### config.mk
export PLATFORM = sky130hd
export DESIGN_NAME = jtag_scan_monitor
export DESIGN_NICKNAME = d
export VERILOG_FILES = /design/src/rtl/jsm_pkg.sv /design/src/rtl/jsm_sync.sv /design/src/rtl/jsm_tap_tracker.sv /design/src/rtl/jsm_capture.sv /design/src/rtl/jsm_rec_port.sv /design/src/rtl/jtag_scan_monitor.sv
export SDC_FILE = /design/constraint.sdc
export NUM_CORES = 1
export LEC_CHECK = 0
export BUFFER_PORTS_ARGS = -buffer_cell sky130_fd_sc_hd__buf_2
export CORE_AREA = 3 3 173 175
export CTS_CLUSTER_DIAMETER = 120
export DETAILED_ROUTE_END_ITERATION = 7
export DIE_AREA = 0 0 176 178
export PLACE_DENSITY = 0.64
export SLEW_MARGIN = 20
export SYNTH_ARGS = -nofsm -noshare
export SYNTH_HDL_FRONTEND = slang
export SYNTH_SLANG_ARGS = --single-unit
### constraint.sdc
create_clock -name clk -period 5.5 [get_ports clk]
set_clock_uncertainty 0.05 [all_clocks]
set_input_delay 0.275 -clock clk [delete_from_list [all_inputs] [get_ports clk]]
set_output_delay 0.275 -clock clk [all_outputs]
set_load 0.01 [all_outputs]
### src/rtl/jsm_pkg.sv
package jsm_pkg;

    typedef enum logic [3:0] {
        ST_RESET  = 4'd0,  ST_IDLE   = 4'd1,
        ST_SEL_DR = 4'd2,  ST_CAP_DR = 4'd3,  ST_SH_DR  = 4'd4,  ST_EX1_DR = 4'd5,
        ST_PA_DR  = 4'd6,  ST_EX2_DR = 4'd7,  ST_UPD_DR = 4'd8,
        ST_SEL_IR = 4'd9,  ST_CAP_IR = 4'd10, ST_SH_IR  = 4'd11, ST_EX1_IR = 4'd12,
        ST_PA_IR  = 4'd13, ST_EX2_IR = 4'd14, ST_UPD_IR = 4'd15
    } tap_state_e;

    function automatic tap_state_e tap_next(tap_state_e s, logic tms);
        tap_state_e r;
        case (s)
            ST_RESET:  r = tms ? ST_RESET  : ST_IDLE;
            ST_IDLE:   r = tms ? ST_SEL_DR : ST_IDLE;
            ST_SEL_DR: r = tms ? ST_SEL_IR : ST_CAP_DR;
            ST_CAP_DR: r = tms ? ST_EX1_DR : ST_SH_DR;
            ST_SH_DR:  r = tms ? ST_EX1_DR : ST_SH_DR;
            ST_EX1_DR: r = tms ? ST_UPD_DR : ST_PA_DR;
            ST_PA_DR:  r = tms ? ST_EX2_DR : ST_PA_DR;
            ST_EX2_DR: r = tms ? ST_UPD_DR : ST_SH_DR;
            ST_UPD_DR: r = tms ? ST_SEL_DR : ST_IDLE;
            ST_SEL_IR: r = tms ? ST_RESET  : ST_CAP_IR;
            ST_CAP_IR: r = tms ? ST_EX1_IR : ST_SH_IR;
            ST_SH_IR:  r = tms ? ST_EX1_IR : ST_SH_IR;
            ST_EX1_IR: r = tms ? ST_UPD_IR : ST_PA_IR;
            ST_PA_IR:  r = tms ? ST_EX2_IR : ST_PA_IR;
            ST_EX2_IR: r = tms ? ST_UPD_IR : ST_SH_IR;
            default:   r = tms ? ST_SEL_DR : ST_IDLE;
        endcase
        return r;
    endfunction

endpackage

### src/rtl/jsm_sync.sv
module jsm_sync #(
    parameter int WIDTH = 5
) (
    input  logic             clk,
    input  logic             rst_n,
    input  logic [WIDTH-1:0] async_i,
    output logic [WIDTH-1:0] sync_o,
    output logic             valid_o
);
    typedef struct packed {
        logic [WIDTH-1:0] s1;
        logic [WIDTH-1:0] s2;
        logic [1:0]       fill;
    } sync_t;

    sync_t q, d;

    always_comb begin
        d      = q;
        d.s1   = async_i;
        d.s2   = q.s1;
        d.fill = {q.fill[0], 1'b1};
    end

    always_ff @(posedge clk or negedge rst_n) begin
        if (!rst_n) q <= '0;
        else        q <= d;
    end

    assign sync_o  = q.s2;
    assign valid_o = q.fill[1];
endmodule

### src/rtl/jsm_tap_tracker.sv
module jsm_tap_tracker
    import jsm_pkg::*;
(
    input  logic       clk,
    input  logic       rst_n,
    input  logic       smp_valid_i,
    input  logic       tck_i,
    input  logic       tms_i,
    input  logic       trst_n_i,
    output logic       rise_o,
    output logic       fall_o,
    output logic       clear_o,
    output tap_state_e state_o,
    output logic       strobe_o
);
    typedef struct packed {
        logic       known;
        logic       prev;
        tap_state_e state;
        logic       strobe;
    } trk_t;

    trk_t q, d;
    logic rise, fall, hold_rst;

    always_comb begin
        hold_rst = smp_valid_i && !trst_n_i;
        rise     = smp_valid_i && q.known && !q.prev &&  tck_i && !hold_rst;
        fall     = smp_valid_i && q.known &&  q.prev && !tck_i && !hold_rst;
        d        = q;
        d.strobe = 1'b0;
        if (smp_valid_i) begin
            d.known = 1'b1;
            d.prev  = tck_i;
        end
        if (hold_rst) begin
            d.state = ST_RESET;
        end else if (rise) begin
            d.state  = tap_next(q.state, tms_i);
            d.strobe = 1'b1;
        end
    end

    always_ff @(posedge clk or negedge rst_n) begin
        if (!rst_n) q <= '{known: 1'b0, prev: 1'b0, state: ST_RESET, strobe: 1'b0};
        else        q <= d;
    end

    assign rise_o   = rise;
    assign fall_o   = fall;
    assign clear_o  = hold_rst;
    assign state_o  = q.state;
    assign strobe_o = q.strobe;
endmodule

### src/rtl/jsm_capture.sv
module jsm_capture #(
    parameter int DEPTH = 64,
    parameter int CW    = $clog2(DEPTH + 1)
) (
    input  logic             clk,
    input  logic             rst_n,
    input  logic             clear_i,
    input  logic             take_i,
    input  logic             bit_i,
    input  logic             flush_i,
    output logic [DEPTH-1:0] data_o,
    output logic [CW-1:0]    count_o,
    output logic             ovf_o
);
    localparam int IW = (DEPTH > 1) ? $clog2(DEPTH) : 1;

    typedef struct packed {
        logic [DEPTH-1:0] data;
        logic [CW-1:0]    cnt;
        logic             ovf;
    } cap_t;

    cap_t q, d;

    always_comb begin
        d = q;
        if (clear_i || flush_i) begin
            d = '0;
        end else if (take_i) begin
            if (q.cnt < CW'(DEPTH)) begin
                d.data[q.cnt[IW-1:0]] = bit_i;
                d.cnt = q.cnt + CW'(1);
            end else begin
                d.ovf = 1'b1;
            end
        end
    end

    always_ff @(posedge clk or negedge rst_n) begin
        if (!rst_n) q <= '0;
        else        q <= d;
    end

    assign data_o  = q.data;
    assign count_o = q.cnt;
    assign ovf_o   = q.ovf;
endmodule

### src/rtl/jsm_rec_port.sv
module jsm_rec_port #(
    parameter int DEPTH = 64,
    parameter int CW    = $clog2(DEPTH + 1)
) (
    input  logic             clk,
    input  logic             rst_n,
    input  logic             push_i,
    input  logic             push_tdo_i,
    input  logic             push_ir_i,
    input  logic [CW-1:0]    push_cnt_i,
    input  logic             push_ovf_i,
    input  logic [DEPTH-1:0] push_data_i,
    input  logic             ready_i,
    output logic             valid_o,
    output logic             is_tdo_o,
    output logic             is_ir_o,
    output logic [CW-1:0]    count_o,
    output logic             ovf_o,
    output logic [DEPTH-1:0] data_o,
    output logic             drop_o
);
    typedef struct packed {
        logic             valid;
        logic             tdo;
        logic             ir;
        logic [CW-1:0]    cnt;
        logic             ovf;
        logic [DEPTH-1:0] data;
        logic             drop;
    } rec_t;

    rec_t q, d;

    always_comb begin
        d = q;
        if (q.valid && ready_i) d.valid = 1'b0;
        if (push_i) begin
            if (q.valid && !ready_i) begin
                d.drop = 1'b1;
            end else begin
                d.valid = 1'b1;
                d.tdo   = push_tdo_i;
                d.ir    = push_ir_i;
                d.cnt   = push_cnt_i;
                d.ovf   = push_ovf_i;
                d.data  = push_data_i;
            end
        end
    end

    always_ff @(posedge clk or negedge rst_n) begin
        if (!rst_n) q <= '0;
        else        q <= d;
    end

    assign valid_o  = q.valid;
    assign is_tdo_o = q.tdo;
    assign is_ir_o  = q.ir;
    assign count_o  = q.cnt;
    assign ovf_o    = q.ovf;
    assign data_o   = q.data;
    assign drop_o   = q.drop;
endmodule

### src/rtl/jtag_scan_monitor.sv
module jtag_scan_monitor
    import jsm_pkg::*;
#(
    parameter int DEPTH = 64,
    parameter int CW    = $clog2(DEPTH + 1)
) (
    input  logic             clk,
    input  logic             rst_n,
    input  logic             tck_i,
    input  logic             tms_i,
    input  logic             tdi_i,
    input  logic             tdo_i,
    input  logic             trst_n_i,
    output logic             state_vld_o,
    output logic [3:0]       state_o,
    output logic             rec_valid_o,
    input  logic             rec_ready_i,
    output logic             rec_is_tdo_o,
    output logic             rec_is_ir_o,
    output logic [CW-1:0]    rec_count_o,
    output logic             rec_ovf_o,
    output logic [DEPTH-1:0] rec_data_o,
    output logic             drop_o
);
    localparam int NLINES = 5;
    localparam int NBUF   = 2;   // buffer 0 holds TDI, buffer 1 holds TDO

    logic [NLINES-1:0] lines_s;
    logic              smp_valid;
    logic              rise, fall, clear;
    tap_state_e        cur_state;
    logic              in_shift, in_exit1, scan_ir;
    logic [NBUF-1:0]   take, flush, line_bit, ovf;
    logic [DEPTH-1:0]  data   [NBUF];
    logic [CW-1:0]     count  [NBUF];

    jsm_sync #(.WIDTH(NLINES)) u_sync (
        .clk     (clk),
        .rst_n   (rst_n),
        .async_i ({trst_n_i, tdo_i, tdi_i, tms_i, tck_i}),
        .sync_o  (lines_s),
        .valid_o (smp_valid)
    );

    jsm_tap_tracker u_trk (
        .clk         (clk),
        .rst_n       (rst_n),
        .smp_valid_i (smp_valid),
        .tck_i       (lines_s[0]),
        .tms_i       (lines_s[1]),
        .trst_n_i    (lines_s[4]),
        .rise_o      (rise),
        .fall_o      (fall),
        .clear_o     (clear),
        .state_o     (cur_state),
        .strobe_o    (state_vld_o)
    );

    always_comb begin
        in_shift = (cur_state == ST_SH_DR)  || (cur_state == ST_SH_IR);
        in_exit1 = (cur_state == ST_EX1_DR) || (cur_state == ST_EX1_IR);
        scan_ir  = (cur_state == ST_SH_IR)  || (cur_state == ST_EX1_IR);
        take     = {fall && in_shift, rise && in_shift};
        flush    = {fall && in_exit1, rise && in_exit1};
        line_bit = {lines_s[3], lines_s[2]};
    end

    for (genvar g = 0; g < NBUF; g++) begin : g_buf
        jsm_capture #(.DEPTH(DEPTH), .CW(CW)) u_cap (
            .clk     (clk),
            .rst_n   (rst_n),
            .clear_i (clear),
            .take_i  (take[g]),
            .bit_i   (line_bit[g]),
            .flush_i (flush[g]),
            .data_o  (data[g]),
            .count_o (count[g]),
            .ovf_o   (ovf[g])
        );
    end

    jsm_rec_port #(.DEPTH(DEPTH), .CW(CW)) u_rec (
        .clk         (clk),
        .rst_n       (rst_n),
        .push_i      (|flush),
        .push_tdo_i  (flush[1]),
        .push_ir_i   (scan_ir),
        .push_cnt_i  (flush[1] ? count[1] : count[0]),
        .push_ovf_i  (flush[1] ? ovf[1]   : ovf[0]),
        .push_data_i (flush[1] ? data[1]  : data[0]),
        .ready_i     (rec_ready_i),
        .valid_o     (rec_valid_o),
        .is_tdo_o    (rec_is_tdo_o),
        .is_ir_o     (rec_is_ir_o),
        .count_o     (rec_count_o),
        .ovf_o       (rec_ovf_o),
        .data_o      (rec_data_o),
        .drop_o      (drop_o)
    );

    assign state_o = cur_state;
endmodule

==> metrics.yaml, run 1 <==
flow_run:
  max-cap-violations: 0
critical_path:
  worstReg2RegEnd: "g_buf[1].u_cap.data_o[15]$_DFFE_PN0P_"
  cp-end-kind: "register"
  worst_setup_path_start_kind: "register"
  crit_fanout: 60
  cp.required_ns: 5.84
  reg2reg_from: "u_trk.state_o[0]$_DFFE_PN0P_"
  worstPathArrival_ns: 3.26
  crit_type: "register to register"
  rrSetupSlack_ns: 2.58
  r2r_cells: 6
final_layout:
  drive_gt1_share_pct: 13.6
  fin_nets: 1203
  final_cell_mix: "dfrtp_1 (239), nand2_1 (178), o21ai_0 (154)"
  layout_commonest_cell: "dfrtp_1"
  antenna_cells: 0
  synthToLayoutAreaGrowth_pct: 13.9
  instances_no_fill: 1595
clocking:
  clock_latency_ns: 0.54
  clk_pin_slew_ns: 0.06
  clockBufferDepth: 3
  cts_tree: "built"
  cts_buffers: 26
  cts_sinks: 239
  post-cts-setup-buffers: 0
  clock-root-buffer: "clkbuf_16"
  htreeDepth: 1
  post_cts_resized: 0
worst_hold_path:
  hold_path_class: "input pin to register"
  whs_path_depth: 3
  holdCritStartpoint: "rec_ready_i"
  whs_endpoint: "u_rec.valid_o$_DFF_PN0_"
synth:
  yosys_warnings: 0
  synth_seq_cells: 239
  postSynthAreaPerCell_um2: 9.71
  synth_area_mm2: 0.0113
  synthDistinctLibCells: 58
  seq_area_frac_synth_pct: 52.9
  async_reset_ff_share_pct: 100
  synth_cells: 1164
  synth_flop_cell: "dfrtp_1"
  syn_nets: 1174
  synth_edf_count: 0
floorplanning:
  floorplan.initialDensity_pct: 39.5
  dieArea_mm2: 0.0313
  placementRows: 62
  coreArea_mm2: 0.0286
  die_x_um: 176
  io_pins: 89
  die_h_um: 178
sta:
  hold_slack_ns: 0.0873
  slew_violations: 0
  max_slew_margin_pct: 17.7
  min_period_ns: 2.92
  tightest_slew_ns: 1.23
  fmax_mhz: 342
  fin_crit_sh_pct: 53.1
  final_hold_viol_count: 0
  fin_setup_tns_ns: 0
  rsz0062_at_grt: "false"
  setup_violations: 0
routing:
  final_antenna_net_count: 0
  wirelength_um: 31600
  first_pass_iters: 5
  wl_per_cell_um: 19.8
  routed_via_density: 5.52
  vias: 8800
  drc_errors: 0
  drtIter0Drc: 837
global_routing:
  antenna_found_initial: 0
  gr-total-overflow: 0
  grt_pass1_vias: 8456
  track_usage_pct: 20.1
  grt_max_degree: 159
  grt_pass1_wl_um: 49800
placed_design:
  hpwl_um: 19900
  gp_congestion: 0.873
  dpl.cell_count: 1543
  portBuffers: 88
pwr:
  power.density_mw_per_mm2: 292
  vdd_drop_max_mv: 0.229
  p_leak_nw: 5.72
outcome:
  status: "complete, no violations"
-- state kept, by name (all words and copies together), names as in the netlist, 2 cells and up --
name                 flops
g_buf.u_cap.ovf_o        2
u_rec.count_o            7
g_buf.u_cap.count_o     14
g_buf.u_cap.data_o     128
u_sync.d                 6
u_sync.sync_o            5
u_trk.state_o            4
u_rec.data_o            64
u_trk.q                  2
-- repair_timing --
action	in CTS	in global routing
hold buffers	6	0
hold endpoints to repair	86	0
endpoints found under the setup margin	0	0
-- through the flow --
stage / power, mW / utilization, % / setup WS, ns / area, um2
global placement: 1.92 / 41.5 / 2.63 / 11900
global route: 3.88 / 45.0 / 2.29 / 12900
CTS: 3.79 / 45.0 / 2.61 / 12900
finish: 3.76 / 45.0 / 2.58 / 12900
floorplan: 1.86 / - / 3.32 / 11300
detailed placement: 1.92 / 41.5 / 2.60 / 11900
-- final cells by class --
cell class	instances	area (um2)
clock inverter	10	164
inverter	7	26.3
fill	2750	15800
clock buffer	36	758
timing repair buffer	106	613
multi-input combinational	813	4850
tap	384	480
sequential	239	5980
-- cell families after synthesis --
family	after synthesis	synth area share (%)
simple gates	406	17.1
compound gates	265	13.0
flops	239	52.9
mux	133	11.8
buf+inv	112	4.45
xor+xnor	6	0.465
fa+ha+maj	2	0.221
other cells	1	0.0332
-- critical path, stage by stage (launching register included) --
cell     delay [ns]
dfrtp_1        0.76
xnor2_1        0.27
o41a_2         0.52
buf_4          0.35
nand2_1        0.15
buf_4          0.48
mux2i_1        0.16
-- cells in the mapped netlist, drive strengths merged (3+ instances only) --
| cell type | n | area, um2 |
|---|---|---|
| nand4 | 11 | 68.8 |
| mux2i | 131 | 1310 |
| nand2b | 10 | 62.6 |
| nor3b | 5 | 47.5 |
| and3 | 5 | 31.3 |
| nand2 | 179 | 672 |
| inv | 7 | 26.3 |
| nand3b | 3 | 22.5 |
| a31oi | 7 | 43.8 |
| o211ai | 6 | 45.0 |
| xor2 | 4 | 35.0 |
| and3b | 3 | 26.3 |
| nand3 | 108 | 541 |
| o31ai | 4 | 30.0 |
| dfrtp | 239 | 5980 |
| nor3 | 14 | 70.1 |
| and2 | 13 | 81.3 |
| nor2b | 9 | 56.3 |
| clkbuf | 78 | 298 |
| buf | 27 | 179 |
| or2 | 3 | 18.8 |
| nor2 | 30 | 113 |
| a21oi | 75 | 375 |
| o21ai | 154 | 771 |
-- power by group --
| part | switching, mW | leakage (nW) | total, mW | internal (mW) |
|---|---|---|---|---|
| logic | 0.0912 | 1.96 | 0.113 | 0.0219 |
| registers | 0.00913 | 3.30 | 1.77 | 1.77 |
| clock network | 0.725 | 0.453 | 1.87 | 1.15 |
-- layer usage --
metal	vias up	wire length, um	GRT usage (%)
met4	0	747	5.74
met1	4281	14600	29.9
met5	-	0	0
met2	342	13700	29.7
li1	4129	-	-
met3	48	2570	4.09
-- worst max-delay path by stage --
stage,from,to,slack (ns),depth (start not counted)
2_1_floorplan,u_trk.state_o[3]$_DFFE_PN0P_,g_buf[0].u_cap.data_o[40]$_DFFE_PN0P_,3.32,7
3_3_place_gp,u_trk.state_o[0]$_DFFE_PN0P_,g_buf[1].u_cap.data_o[33]$_DFFE_PN0P_,2.63,6
3_5_place_dp,u_trk.state_o[2]$_DFFE_PN0P_,g_buf[1].u_cap.data_o[15]$_DFFE_PN0P_,2.60,6
4_1_cts,u_trk.state_o[2]$_DFFE_PN0P_,g_buf[1].u_cap.data_o[33]$_DFFE_PN0P_,2.61,6
5_1_grt,u_trk.state_o[2]$_DFFE_PN0P_,g_buf[1].u_cap.data_o[54]$_DFFE_PN0P_,2.29,5
6_report,u_trk.state_o[0]$_DFFE_PN0P_,g_buf[1].u_cap.data_o[15]$_DFFE_PN0P_,2.58,6
Power figures use the tool's default switching activity.
==> run 2, diff against run 1 <==
- PLACE_DENSITY: 0.64 -> 0.66
- clock period: 5.5 -> 2.44 ns (I/O delays scaled with it)
==> metrics.yaml, run 2 (synthesis gave the netlist of run 1 again) <==
critical_path:
  crit_fanout: 8  # -87%
  cp.required_ns: 2.84  # -3.00 ns
  worst_setup_path_start_kind: "register"
  worstPathArrival_ns: 2.70  # -0.56 ns
  worst-path-buf-inv: 1  # -1
  cp-end-kind: "register"
  crit_type: "register to register"
  slowest_stage: "or4b_4"
  crit_family: "simple AND/OR/NAND/NOR gates"
  reg2reg_from: "u_trk.state_o[3]$_DFFE_PN0P_"
  worstReg2RegEnd: "g_buf[0].u_cap.data_o[61]$_DFFE_PN0P_"
  rrSetupSlack_ns: 0.13  # -2.45 ns
  path_depth: 6  # unchanged
  worstPathCellList: "or4b_4 > a2111oi_4 > buf_4 > and2_1 > nand3_1 > a21oi_1"
  r2r_cells: 6  # unchanged
  max_stage_delay_ns: 0.59  # -0.17 ns
sta:
  tightest_slew_ns: 0.662  # -0.568 ns
  min_period_ns: 2.31  # -0.614 ns
  final_hold_viol_count: 0  # unchanged
  hold_slack_ns: 0.0741  # -0.0133 ns
  fmax_mhz: 434  # +27%
  fin_crit_sh_pct: 94.5  # +41 points
  setup_violations: 0  # unchanged
  slew_violations: 0  # unchanged
  max_slew_margin_pct: 55.9  # +38 points
  fin_setup_tns_ns: 0  # unchanged
  rsz0062_at_grt: "false"
floorplanning:
  floorplan.initialDensity_pct: 39.5  # unchanged
  die_x_um: 176  # unchanged
  dieArea_mm2: 0.0313  # unchanged
  placementRows: 62  # unchanged
  coreArea_mm2: 0.0286  # unchanged
  die_h_um: 178  # unchanged
  io_pins: 89  # unchanged
pwr:
  total_power_mw: 8.24  # +120%
  power.density_mw_per_mm2: 622  # +110%
  p_leak_nw: 5.94  # +3.8%
  vdd_drop_max_mv: 0.436  # +91%
global_routing:
  gr-total-overflow: 0  # unchanged
  antenna_found_initial: 0  # unchanged
  grt_pass1_vias: 8874  # +4.9%
  grt_pass1_wl_um: 50800  # +2.0%
  track_usage_pct: 20.4  # +0.29 points
  grt_max_degree: 98  # -38%
outcome:
  status: "complete, no violations"
final_layout:
  final_cell_mix: "dfrtp_1 (239), nand2_1 (178), o21ai_0 (154)"
  fin_nets: 1247  # +3.7%
  final_util_pct: 46.3  # +1.3 points
  drive_gt1_share_pct: 16.6  # +2.9 points
  synthToLayoutAreaGrowth_pct: 17.3
  largest_register_ffs: 128  # unchanged
  antenna_cells: 0  # unchanged
  layout_commonest_cell: "dfrtp_1"
clocking:
  cts_sinks: 239  # unchanged
  clockBufferDepth: 3  # unchanged
  cts_tree: "built"
  clk_pin_slew_ns: 0.06  # about the same
  htreeDepth: 1  # unchanged
  clock_latency_ns: 0.53  # about the same
  post-cts-setup-buffers: 0  # unchanged
  cts_buffers: 26  # unchanged
  clock-root-buffer: "clkbuf_16"
routing:
  vias: 9002  # +2.3%
  routed_via_density: 5.49  # -0.51%
  first_pass_iters: 5  # unchanged
  drtIter0Drc: 976  # +17%
  wirelength_um: 31800  # +0.62%
  drc_errors: 0  # unchanged
  final_antenna_net_count: 0  # unchanged
  wl_per_cell_um: 19.4  # -2.1%
placed_design:
  gp_congestion: 0.895  # +2.6%
  hpwl_um: 21200  # +6.4%
  portBuffers: 88  # unchanged
worst_hold_path:
  hold_path_class: "input pin to async pin"
flow_run:
  max-cap-violations: 0  # unchanged
## run 2: cell count changes in the layout (fill, tap and decap cells not counted), sizes merged
cell and delta:
clkinv +2, clkbuf -3, buf +43, clkinvlp +4, dlygate4sd3 +1, bufinv -2
## run 2: where the power goes
group          switching, mW  total (mW)  internal (mW)  leakage, nW
logic                  0.218       0.293         0.0751         2.22
registers             0.0121        3.99           3.98         3.30
clock network           1.64        3.96           2.32        0.418
total                   1.87        8.24           6.38         5.94
## run 2: per-stage QoR
stage | instance area, um2 | std cells | setup WS, ns
6_report | 13300 | 1640 | 0.133
3_5_place_dp | 12300 | 1586 | 0.145
4_1_cts | 13300 | 1640 | 0.141
3_3_place_gp | 12300 | 1586 | 0.229
5_1_grt | 13300 | 1640 | 0.0129
2_1_floorplan | 11300 | 1164 | 0.257
## run 2: area by class of cell
class	count	area [um2]
clock buffers	33	727
clock inverters	14	144
fillers	2686	15400
inverters	7	26.3
multi-input cells	813	4840
flip-flops and latches	239	5980
well taps	384	480
repair buffers	150	1060
## run 2: layer usage
layer / global-route usage [%] / share of wire (%) / up-vias
met5: 0 / 0 / -
met4: 7.09 / 3.4 / 0
met3: 4.00 / 7.3 / 62
met2: 31.1 / 44 / 310
met1: 29.1 / 45 / 4421
li1: - / - / 4209
## run 2: worst max path at each step
stage,startpoint,endpoint,slack [ns]
4_1_cts,u_trk.state_o[3]$_DFFE_PN0P_,g_buf[0].u_cap.data_o[54]$_DFFE_PN0P_,0.14
5_1_grt,u_trk.state_o[3]$_DFFE_PN0P_,g_buf[0].u_cap.data_o[35]$_DFFE_PN0P_,0.01
3_3_place_gp,u_trk.state_o[3]$_DFFE_PN0P_,g_buf[0].u_cap.data_o[37]$_DFFE_PN0P_,0.23
6_report,u_trk.state_o[3]$_DFFE_PN0P_,g_buf[0].u_cap.data_o[61]$_DFFE_PN0P_,0.13
3_5_place_dp,u_trk.state_o[3]$_DFFE_PN0P_,g_buf[0].u_cap.data_o[54]$_DFFE_PN0P_,0.14
2_1_floorplan,u_trk.state_o[3]$_DFFE_PN0P_,g_buf[0].u_cap.data_o[40]$_DFFE_PN0P_,0.26
## run 2: repair_timing
item                                   CTS  global route
endpoints found under the hold margin  247             0
setup endpoints to repair                0             1
hold buffers                             7             0
resized for setup                        0             1
